File: config.mk
export PLATFORM = sky130hd
export DESIGN_NAME = scan_evt_tracker
export DESIGN_NICKNAME = d
export VERILOG_FILES = /design/src/rtl/scan_evt_pkg.sv /design/src/rtl/scan_rdy_edge.sv /design/src/rtl/scan_hist_shift.sv /design/src/rtl/scan_evt_decode.sv /design/src/rtl/scan_evt_tracker.sv
export SDC_FILE = /design/constraint.sdc
export NUM_CORES = 1
export LEC_CHECK = 0
export BUFFER_PORTS_ARGS = -buffer_cell sky130_fd_sc_hd__buf_2
export CORE_MARGIN = 1
export CORE_UTILIZATION = 52
export CTS_CLUSTER_DIAMETER = 120
export DETAILED_ROUTE_END_ITERATION = 6
export GPL_ROUTABILITY_DRIVEN = 0
export PLACE_DENSITY = 0.89
export SLEW_MARGIN = 20
export SYNTH_ARGS = -nofsm -noshare
export SYNTH_HDL_FRONTEND = slang
export SYNTH_SLANG_ARGS = --single-unit
File: constraint.sdc
create_clock -name clk_i -period 5.1 [get_ports clk_i]
set_input_delay 0.765 -clock clk_i [delete_from_list [all_inputs] [get_ports clk_i]]
set_output_delay 0.765 -clock clk_i [all_outputs]
set_load 0.01 [all_outputs]
File: src/rtl/scan_evt_pkg.sv
package scan_evt_pkg;
  localparam int unsigned SCAN_W = 8;
  typedef logic [SCAN_W-1:0] scan_t;

  typedef enum logic {
    EVT_PRESS   = 1'b0,
    EVT_RELEASE = 1'b1
  } evt_kind_e;

  typedef struct packed {
    evt_kind_e kind;
    scan_t     code;
  } evt_t;
endpackage

File: src/rtl/scan_rdy_edge.sv
module scan_rdy_edge (
  input  logic clk_i,
  input  logic rst_ni,
  input  logic ready_i,
  output logic accept_o
);
  logic ready_q;

  always_ff @(posedge clk_i or negedge rst_ni) begin
    if (!rst_ni) ready_q <= 1'b0;
    else         ready_q <= ready_i;
  end

  assign accept_o = ready_i & ~ready_q;
endmodule

File: src/rtl/scan_hist_shift.sv
module scan_hist_shift
  import scan_evt_pkg::*;
#(
  parameter int unsigned DEPTH  = 3,
  localparam int unsigned HIST_W = DEPTH * SCAN_W
) (
  input  logic              clk_i,
  input  logic              rst_ni,
  input  logic              shift_i,
  input  scan_t             byte_i,
  output logic [HIST_W-1:0] hist_o
);
  scan_t slot_q [DEPTH];

  for (genvar g = 0; g < DEPTH; g++) begin : g_slot
    always_ff @(posedge clk_i or negedge rst_ni) begin
      if (!rst_ni)      slot_q[g] <= '0;
      else if (shift_i) slot_q[g] <= (g == 0) ? byte_i : slot_q[(g == 0) ? 0 : g-1];
    end
    assign hist_o[g*SCAN_W +: SCAN_W] = slot_q[g];
  end
endmodule

File: src/rtl/scan_evt_decode.sv
module scan_evt_decode
  import scan_evt_pkg::*;
#(
  parameter scan_t BREAK_CODE = 8'hF0
) (
  input  logic  clk_i,
  input  logic  rst_ni,
  input  logic  accept_i,
  input  logic  err_i,
  input  scan_t byte_i,
  output logic  valid_o,
  output evt_t  evt_o
);
  logic pend_q;
  logic is_break;

  assign is_break = (byte_i == BREAK_CODE);

  always_ff @(posedge clk_i or negedge rst_ni) begin
    if (!rst_ni) begin
      pend_q  <= 1'b0;
      valid_o <= 1'b0;
      evt_o   <= '{kind: EVT_PRESS, code: '0};
    end else begin
      valid_o <= 1'b0;
      if (accept_i) begin
        if (err_i) begin
          pend_q <= 1'b0;
        end else if (is_break) begin
          pend_q <= 1'b1;
        end else begin
          valid_o    <= 1'b1;
          evt_o.kind <= pend_q ? EVT_RELEASE : EVT_PRESS;
          evt_o.code <= byte_i;
          pend_q     <= 1'b0;
        end
      end
    end
  end
endmodule

File: src/rtl/scan_evt_tracker.sv
module scan_evt_tracker
  import scan_evt_pkg::*;
#(
  parameter int unsigned HIST_BYTES = 3,
  parameter scan_t       BREAK_CODE = 8'hF0,
  localparam int unsigned HIST_W    = HIST_BYTES * SCAN_W
) (
  input  logic              clk_i,
  input  logic              rst_ni,
  input  logic [SCAN_W-1:0] byte_i,
  input  logic              ready_i,
  input  logic              err_i,
  output logic              evt_valid_o,
  output logic              evt_release_o,
  output logic [SCAN_W-1:0] evt_code_o,
  output logic [HIST_W-1:0] hist_o
);
  logic accept;
  evt_t evt;

  scan_rdy_edge i_edge (
    .clk_i    (clk_i),
    .rst_ni   (rst_ni),
    .ready_i  (ready_i),
    .accept_o (accept)
  );

  scan_hist_shift #(.DEPTH(HIST_BYTES)) i_hist (
    .clk_i   (clk_i),
    .rst_ni  (rst_ni),
    .shift_i (accept & ~err_i),
    .byte_i  (byte_i),
    .hist_o  (hist_o)
  );

  scan_evt_decode #(.BREAK_CODE(BREAK_CODE)) i_dec (
    .clk_i    (clk_i),
    .rst_ni   (rst_ni),
    .accept_i (accept),
    .err_i    (err_i),
    .byte_i   (byte_i),
    .valid_o  (evt_valid_o),
    .evt_o    (evt)
  );

  assign evt_release_o = (evt.kind == EVT_RELEASE);
  assign evt_code_o    = evt.code;
endmodule

# After elaboration in Yosys (flattened, before gate mapping)
# Index checks and enable logic that the tools add are counted.
# totals
ff_bits	36
latchBits	0
mem_bits_rw	0
mem_bits_ro	0
inputBits	12
elab_cells	21
n_memories	0
# classes
addsub	0
multipliers	0
n_div	0
order_cmp	0
n_eq_ne	1
n_shift	0
mux	6
bitwise	5
reduce_logical	1
# ops
op	count
== test 8 bit, second input constant	1
two-way mux 1 bit	6
NOT 1 bit	3
AND reduction 3 bit	1
bitwise AND 1 bit	2

# Depth between registers and ports, before layout
# Gate-level depths: netlist (run 1).
# logic_depth
ltp_word	4
ltp_mapped	5
depth_no_buf	3

# Modules after synthesis
# Synthesis (run 1) repeated with hierarchy kept, for this count alone.
# unflattened
cells_unflattened	81
area_unflattened_um2	1503.9
# by_module_without_submodules
module	n_inst	cells_each	area_per_inst_um2
scan_hist_shift	1	51	997.2
scan_evt_decode	1	27	454.2
scan_rdy_edge	1	2	38.8
scan_evt_tracker	1	1	13.8

# Worst setup path after synthesis (run 1)
# No wires, ideal clock.
# synth_path
path_kind	input to register
start	in err_i
end	reg i_dec.evt_o[4] (netlist name)
arrival_time_ns	1.905
t_required_ns	4.975
path_slack_ns	3.070
stages	5
path_buffers	2
cell_sequence	or3b_1 buf_6 a41o_1 buf_6 mux2_4
# synth_between
elab_chain_len	2
# synth_lines
element	line	text
from (decl)	scan_evt_tracker.sv:12	input logic err_i,
NOT 1 bit (no source line)	-	
AND reduction 3 bit (no source line)	-	
to (signal assigned)	scan_evt_decode.sv:23	evt_o <= '{kind: EVT_PRESS, code: '0};
to (decl)	scan_evt_decode.sv:12	output evt_t evt_o
# No other way between the ends.
# A chain may end at the register's enable or synchronous reset.

# Final worst setup path (run 1)
# Ends and elaborated chain as after synthesis.

==> results of run 1 <==
-- layout make-up --
| cell class | instances | area share (%) |
|---|---|---|
| timing repair buffer | 45 | 13.6 |
| multi-input combinational | 41 | 26.3 |
| inverter | 2 | 0.455 |
| clock inverter | 1 | 0.303 |
| tap | 30 | 2.27 |
| sequential | 36 | 54.5 |
| clock buffer | 6 | 2.50 |
-- path summary, 6_finish.rpt --
check,startpoint,to,depth (start not counted)
hold reg to reg,i_hist.hist_o[22],i_hist.hist_o[22],1
max in group asynchronous,rst_ni,i_hist.hist_o[19],1
min in group clk_i,i_hist.hist_o[22],i_hist.hist_o[22],1
setup reg to reg,i_edge.ready_q,i_dec.evt_o[4],3
setup / recovery,err_i,i_dec.evt_o[4],4
hold / removal,rst_ni,i_hist.hist_o[3],1
-- state kept, by name, summed over array words and instances, names as in the netlist --
| register | cells |
|---|---|
| i_hist.hist_o | 24 |
| i_dec.valid_o | 1 |
| i_dec.pend_q | 1 |
| i_edge.ready_q | 1 |
| i_dec.evt_o | 9 |
-- Yosys cell counts, drive strengths merged --
library cell / instances
clkbuf: 1
nor4bb: 1
nor3: 1
nand4: 1
or3b: 1
nor2: 1
inv: 2
dfrtp: 36
a22o: 4
mux2: 29
o21ai: 2
buf: 3
a41o: 1
-- through the flow --
| stage | hold slack (ns) | instances |
|---|---|---|
| after global placement | 0.482 | 154 |
| final | 0.490 | 161 |
| after floorplan | 0.469 | 83 |
| after CTS | 0.500 | 161 |
| after detailed placement | 0.493 | 154 |
| after global routing | 0.538 | 161 |
-- cells by family after synthesis --
family / after synthesis
flops: 36
compound gates: 7
mux: 29
simple gates: 5
buf+inv: 6
-- report_power, final --
part           total, uW  switching, uW  internal, uW  leakage, uW
Clock                136           85.0          50.7    0.0000281
Combinational        198           90.6           107     0.000388
Sequential           398           41.5           356     0.000438
Total                732            217           514     0.000854
-- layer usage --
metal,vias up,GRT usage [%],part of all wire [%]
met3,5,7.18,8.0
li1,393,-,-
met1,422,23.7,44
met2,39,30.8,47
met5,-,0,0
met4,0,13.2,1.5
-- critical path: stages --
cell    delay, ns
buf_2        0.10
or3b_1       0.80
a41o_1       0.56
mux2_4       0.36
==> results.cfg, run 1 <==
[route]
wl_mm = 2.44
drt_iter0_markers = 3
drc = 0
first_pass_iters = 3
antenna_left = 0
viasPerCell = 5.34
vias = 859
routedWlPerCell_microns = 15.1

[grt]
grt_pass1_wl_mm = 3.79
grt_remaining_overflow = 0
grt_start_max_net_pins = 37
antenna_found_initial = 0
track_usage_pct = 20.2
grt_pass1_vias = 836

[clocking]
cts_tree = yes
clock_sinks = 36
clkSlewWorstSetupHoldPaths_ns = 0.10
post-cts-setup-buffers = 0
cts-hold-fix-buffers = 0
ctsResizeCount = 0
cts_buffers = 5
clk_latency_ns = 0.33
cts.path.max_buffers = 2
htreeDepth = 2
cts_root_buf = clkbuf_4

[sta]
worst_pin_slew_ns = 1.04
slew_viol_final = 0
post-route-min-period_ns = 2.37
period_share_pct = 46.4
max_freq_ghz = 0.422
tns_ns = 0
hold_viol = 0
rsz0062_at_grt = no
final-setup-viol-count = 0
slew_headroom_pct = 30.6
skew_ns = 0.00551
fin_ws_ns = 2.73

[yosys]
synth_fa_ha_area_share_pct = 0
syn_avg_cell_area_sq_um = 16.6
ys_ff_latch = 36
synthSimpleGateAreaFrac_pct = 2.46
yosys-top-cells-area = dfrtp_1 66%, mux2_2 20%, mux2_4 5.5%
yosys_warnings = 0
synth_xor_area_share_pct = 0
synth_top_area_cell = dfrtp_1
synth_top_family_by_area = multiplexers
syn_nets = 95
synthDominantCellAreaShare_pct = 65.6
synth.distinct_cells = 15
synth_area_sq_um = 1370
synth_cells = 83
synth_compound_area_share_pct = 4.01
synthMuxAreaShare_pct = 25.1
yosysSeqAreaShare_pct = 65.6

[finish]
mostFrequentLayoutCells = 45 x buf_2, 36 x dfrtp_1, 24 x mux2_2, 5 x mux2_4, 5 x clkbuf_4
drive_above_1_share_pct = 61.1
fin_area_sq_um = 1650
antennaDiodeCount = 0
layout_commonest_cell = buf_2
nNetsFinal = 143
final_util_pct = 66.7
layout.area.seq_sq_um = 901
fillers = 195
syn_to_final_growth_pct = 20.2
multi_input_area_sq_um = 434

[flow_run]
drv_cap = 0

[placed_design]
placement.io_buffers = 45
place_area_sq_um = 1610
hpwl_mm = 1.71
place_ws_ns = 2.37

[critical_path]
path_max_fanout = 26
start_kind = input port
required_ns = 5.33
cp.arrival_ns = 2.59
crit_type = in2reg
worstSetupEndpointType = register
r2r_slack_ns = 2.87

[floorplanning]
dieArea_sq_um = 2850
die_x_microns = 53.4
fp-row-count = 18
core_area_sq_um = 2480
fp.dieH_microns = 53.4
initial_core_util_pct = 55.5
ios = 46

[pwr]
worst_ir_drop_vdd_mv = 0.309
power_uw = 732
power_density_nw_per_um2 = 443
power_leakage_uw = 0.000854

[run_status]
outcome = completed

[worst_hold_path]
hold_class = in2async
Power figures use the tool's default switching activity.
==> run 2, diff against run 1 <==
CORE_UTILIZATION = 44   (was 52)
PLACE_DENSITY = 0.81   (was 0.89)
clock period = 2.09 ns   (was 5.1 ns; I/O delays follow)
==> run 2 against run 1 <==
- the flow now finishes with violations (design-rule violations)
- sequential power grew 140%
- clock power grew to 2.7 times the previous value
- wire length shrank 0.12%
- clock-buffer cell count grew 2
- core utilization shrank 8.0 points
- non-clock buffer count grew 1
- largest cell class unchanged
- largest power group unchanged
==> results.cfg, run 2 (synthesis gave the netlist of run 1 again) <==
[sta]
tns_ns = 0
hold_viol = 0
skew_ns = 0.00456
period_share_pct = 77.5
slew_viol_final = 0
slew_headroom_pct = 49.1
final-setup-viol-count = 0
post-route-min-period_ns = 1.62
rsz0062_at_grt = no
worst_pin_slew_ns = 0.764
max_freq_ghz = 0.618
fin_ws_ns = 0.471

[critical_path]
r2r_end = i_dec.evt_o[5]
reg2reg_from = i_edge.ready_q
cp.arrival_ns = 1.84
cp.depth = 3
worstSetupEndpointType = register
cp_cell_sequence = or3b_1 -> a41o_1 -> mux2_4
required_ns = 2.31
crit_type = reg2reg
path_buf_inv = 0
critPathMaxStageDelay_ns = 0.40
cpMaxStageDelayCell = dfrtp_1
critical-path-top-delay-family = flip-flops
start_kind = register
r2r_slack_ns = 0.47
path_max_fanout = 10
r2r_cells = 3

[finish]
drive_above_1_share_pct = 60.9
syn_to_final_growth_pct = 21.8
final_util_pct = 58.6
layout_commonest_cell = buf_2
antennaDiodeCount = 0
nNetsFinal = 144
largest_register_ffs = 24
mostFrequentLayoutCells = 45 x buf_2, 36 x dfrtp_1, 24 x mux2_2, 5 x mux2_4, 5 x clkbuf_4
final_cells = 164

[pwr]
worst_ir_drop_vdd_mv = 0.634
power_uw = 1820
power_leakage_uw = 0.000863
power_density_nw_per_um2 = 1090

[clocking]
cts-hold-fix-buffers = 0
clkSlewWorstSetupHoldPaths_ns = 0.10
clock_sinks = 36
cts_root_buf = clkbuf_4
cts_tree = yes
post-cts-setup-buffers = 0
clk_latency_ns = 0.32
cts_buffers = 5
ctsResizeCount = 0
htreeDepth = 2
cts.path.max_buffers = 2

[floorplanning]
ios = 46
dieArea_sq_um = 3350
fp.dieH_microns = 57.9
die_x_microns = 57.9
fp-row-count = 19
core_area_sq_um = 2850
initial_core_util_pct = 48.2

[grt]
grt_pass1_vias = 885
use_met2_pct = 25.9
top_usage_layer = met2
grtUsageMet3_pct = 5.13
grt_start_max_net_pins = 37
grt_remaining_overflow = 0
grt_pass1_wl_mm = 4.04
track_usage_pct = 16.8
antenna_found_initial = 0
grt_use_met1_pct = 21.6

[run_status]
outcome = finished with violations
failed_checks = design-rule violations

[placed_design]
placement.io_buffers = 45
dpl.cell_count = 156
place_ws_ns = 0.195
hpwl_mm = 1.76

[route]
vias = 859
routedWlPerCell_microns = 14.8
viasPerCell = 5.24
drt_iter0_markers = 17
first_pass_iters = 6
drc = 2
wl_mm = 2.43
antenna_left = 0

[flow_run]
drv_cap = 0

[worst_hold_path]
hold_class = in2async
## run 2: power breakdown
group          internal (uW)  switching, uW
logic                    262            221
registers                870           97.3
clock network            166            207
## run 2: worst reg2reg max path: cells and delay by family (launching register included)
| kind | cells | cell delay [ns] |
|---|---|---|
| AO/OA/AOI/OAI | 1 | 0.38 |
| flip-flops | 1 | 0.40 |
| multiplexers | 1 | 0.36 |
| AND/OR/NAND/NOR | 1 | 0.38 |
## run 2: how the worst max path moves through the flow
stage                   startpoint              to
floorplan           i_edge.ready_q  i_dec.evt_o[4]
global placement         byte_i[1]  i_dec.evt_o[4]
detailed placement       byte_i[1]  i_dec.evt_o[5]
CTS                 i_edge.ready_q  i_dec.evt_o[5]
global route        i_edge.ready_q  i_dec.evt_o[6]
finish              i_edge.ready_q  i_dec.evt_o[5]
## run 2: cell type report
| cell class | count | area (sq um) |
|---|---|---|
| flip-flops and latches | 36 | 901 |
| multi-input cells | 41 | 434 |
| clock buffers | 8 | 58.8 |
| fillers | 242 | 1180 |
| inverters | 2 | 7.51 |
| well taps | 31 | 38.8 |
| repair buffers | 46 | 233 |
## run 2: through the flow
step / hold slack [ns] / instance area [sq um]
global placement: 0.412 / 1610
CTS: 0.0692 / 1670
finish: 0.0561 / 1670
global route: 0.100 / 1670
floorplan: 0.0179 / 1370
detailed placement: 0.435 / 1610
## run 2: per-layer routing
layer,part of all wire [%],wire length (microns)
met2,48,1170
met1,44,1060
met3,6.7,163
met4,1.6,38
met5,0,0
==> run 3, diff against run 2 <==
ABC_AREA = 1   (was default)
CORE_UTILIZATION = 49   (was 44)
PLACE_DENSITY = 0.85   (was 0.81)
clock period = 1.5 ns   (was 2.09 ns; I/O delays follow)
==> run 3 against run 2 <==
- the flow still finishes with violations (design-rule violations)
- die area fell by 7.1%
- power rose by 33%
- clock-buffer cell count fell by 3
- clock power rose by 82%
- cell count rose by 40%
- hold slack improved by 0.072 ns
- clock skew rose by 0.0011 ns
- sequential cell count did not move
- first-iteration DRC count rose to 4.2 times the previous value
- critical path depth rose by 5
- critical path type is now in2reg
==> results.cfg, run 3 <==
[run_status]
outcome = finished with violations
failed_checks = design-rule violations

[pwr]
combPwrFrac_pct = 21.0
clockPowerShare_pct = 28.0
intPower_uw = 1690
power_density_nw_per_um2 = 1370
power_leakage_uw = 0.00101
switching_power_uw = 727
p_seq_share_pct = 51.0
worst_ir_drop_vdd_mv = 0.953
swShare_pct = 30.0

[floorplanning]
fp-row-count = 19
die_x_microns = 55.8
initial_core_util_pct = 51.4
fp.dieH_microns = 55.8
core_area_sq_um = 2760
dieArea_sq_um = 3110
ios = 46

[finish]
mostFrequentLayoutCells = 63 x nand2_1, 45 x buf_2, 36 x dfrtp_1, 14 x inv_1, 10 x o21ai_0
largest_register_ffs = 24
layout_commonest_cell = nand2_1
antennaDiodeCount = 0
drive_above_1_share_pct = 33.7
syn_to_final_growth_pct = 24.2
final_util_pct = 63.8
nNetsFinal = 210

[clocking]
cts_root_buf = clkbuf_4
cts_buffers = 5
cts.path.max_buffers = 2
ctsResizeCount = 0
post-cts-setup-buffers = 0
cts-hold-fix-buffers = 2
htreeDepth = 2
clk_latency_ns = 0.34
cts_tree = yes
clock_sinks = 36
clkSlewWorstSetupHoldPaths_ns = 0.11

[critical_path]
critical-path-top-delay-family = buffers and inverters
required_ns = 1.74
crit_type = in2reg
start_kind = input port
critPathMaxStageDelay_ns = 0.52
path_max_fanout = 17
worstSetupEndpointType = register
cpMaxStageDelayCell = dlygate4sd3_1
path_buf_inv = 4
crit_top_cell = nand2_1
cp_cell_sequence = dlygate4sd3_1 -> buf_2 -> inv_1 -> nor3_4 -> buf_4 -> nand2_4 -> nand2_1 -> nand2_1
cp.arrival_ns = 1.57

[grt]
antenna_found_initial = 0
grt_start_max_net_pins = 26
grt_pass1_vias = 1096
grt_remaining_overflow = 0
grt_pass1_wl_mm = 4.76
track_usage_pct = 20.3

[yosys]
syn_avg_cell_area_sq_um = 9.71
ys_ff_latch = 36
synth.top_cells.by_count = 63 x nand2_1, 36 x dfrtp_1, 14 x inv_1
yosys-top-cells-area = dfrtp_1 64%, nand2_1 17%, o21ai_2 4.9%
synth_cells = 146
post-synth-top-count-cell = nand2_1
yosysSeqAreaShare_pct = 63.5
syn_nets = 158
synth_area_sq_um = 1420
synthDominantCellAreaShare_pct = 63.5
synth_top_area_cell = dfrtp_1
synth.distinct_cells = 12
ys.flop_type = dfrtp_1
synthArstFlopShare_pct = 100
yosys_warnings = 0
synth-edff-count = 0

[route]
first_pass_iters = 6
drc = 2
antenna_left = 0
viasPerCell = 4.86
wl_mm = 2.74
drt_iter0_markers = 72
vias = 1117
routedWlPerCell_microns = 11.9

[sta]
worst_pin_slew_ns = 0.455
tns_ns = 0
period_share_pct = 89.0
slew_headroom_pct = 69.6
hold_viol = 0
max_freq_ghz = 0.749
rsz0062_at_grt = no
post-route-min-period_ns = 1.33
final-setup-viol-count = 0
slew_viol_final = 0
skew_ns = 0.00561

[flow_run]
drv_cap = 0

[worst_hold_path]
hold_class = in2reg

[placed_design]
placement.io_buffers = 45
hpwl_mm = 2.00
==> run 3: changes by cell type in the layout (fill, tap and decap cells not counted), sizes merged, moves of 3 or more <==
cell and change:
o21ai +16, mux2 -29, clkbuf -3, nand3 +5
nand2 +64, inv +13, a22o -4
==> run 3: layout make-up <==
cell class                      instances  area, sq um
Timing Repair Buffer                   50          268
Multi-Input combinational cell         90          417
Fill cell                             240          997
Inverter                               15         56.3
Tap cell                               31         38.8
Clock inverter                          3         42.5
Sequential cell                        36          901
Clock buffer                            5         37.5
==> run 3: worst paths after layout <==
kind	startpoint	to	cells after the start	slack, ns
worst max-delay path	ready_i	i_dec.evt_o[2]	8	0.17
worst min-delay path	byte_i[7]	i_hist.hist_o[7]	3	0.13
worst max register to register	i_edge.ready_q	i_dec.evt_o[2]	5	0.26
worst min register to register	i_hist.hist_o[17]	i_hist.hist_o[17]	2	0.47
max in group asynchronous	rst_ni	i_hist.hist_o[13]	3	0.56
min in group asynchronous	rst_ni	i_dec.valid_o	2	0.36
==> run 3: kinds of logic after synthesis <==
kind of cell,after synthesis,synth area share [%]
simple gates,72,20.9
compound gates,18,8.47
buf+inv,20,7.06
flops,36,63.5
==> run 3: worst reg2reg max path, stage by stage, from the launching register on <==
cell,delay [ns]
dfrtp_1,0.43
nor3_4,0.21
buf_4,0.24
nand2_4,0.11
nand2_1,0.09
nand2_1,0.06
==> run 3: per-layer routing <==
layer | wire [microns] | vias to the layer above | GRT usage, % | share of wire (%)
met5 | 0 | - | 0 | 0
met4 | 57 | 0 | 11.8 | 2.1
met3 | 148 | 7 | 6.28 | 5.4
met2 | 1350 | 29 | 32.7 | 49
met1 | 1180 | 531 | 24.1 | 43
li1 | - | 550 | - | -
==> run 3: power by group through the flow <==
stage	clock [uW]	combinational [uW]	sequential [uW]
final	679	508	1230
after global routing	735	572	1260
after CTS	700	519	1240
after detailed placement	0	512	1260
after global placement	0	500	1250
after floorplan	0	188	1330
==> run 3: stage by stage <==
| stage | hold WS [ns] | cells | power, uW | cell area, sq um | setup slack (ns) |
|---|---|---|---|---|---|
| floorplan | -0.0706 | 146 | 1520 | 1420 | 0.426 |
| CTS | 0.118 | 230 | 2460 | 1760 | 0.194 |
| global route | 0.125 | 230 | 2560 | 1760 | 0.0703 |
| finish | 0.128 | 230 | 2420 | 1760 | 0.165 |
| detailed placement | 0.208 | 220 | 1770 | 1660 | 0.280 |
| global placement | 0.198 | 220 | 1750 | 1660 | 0.338 |
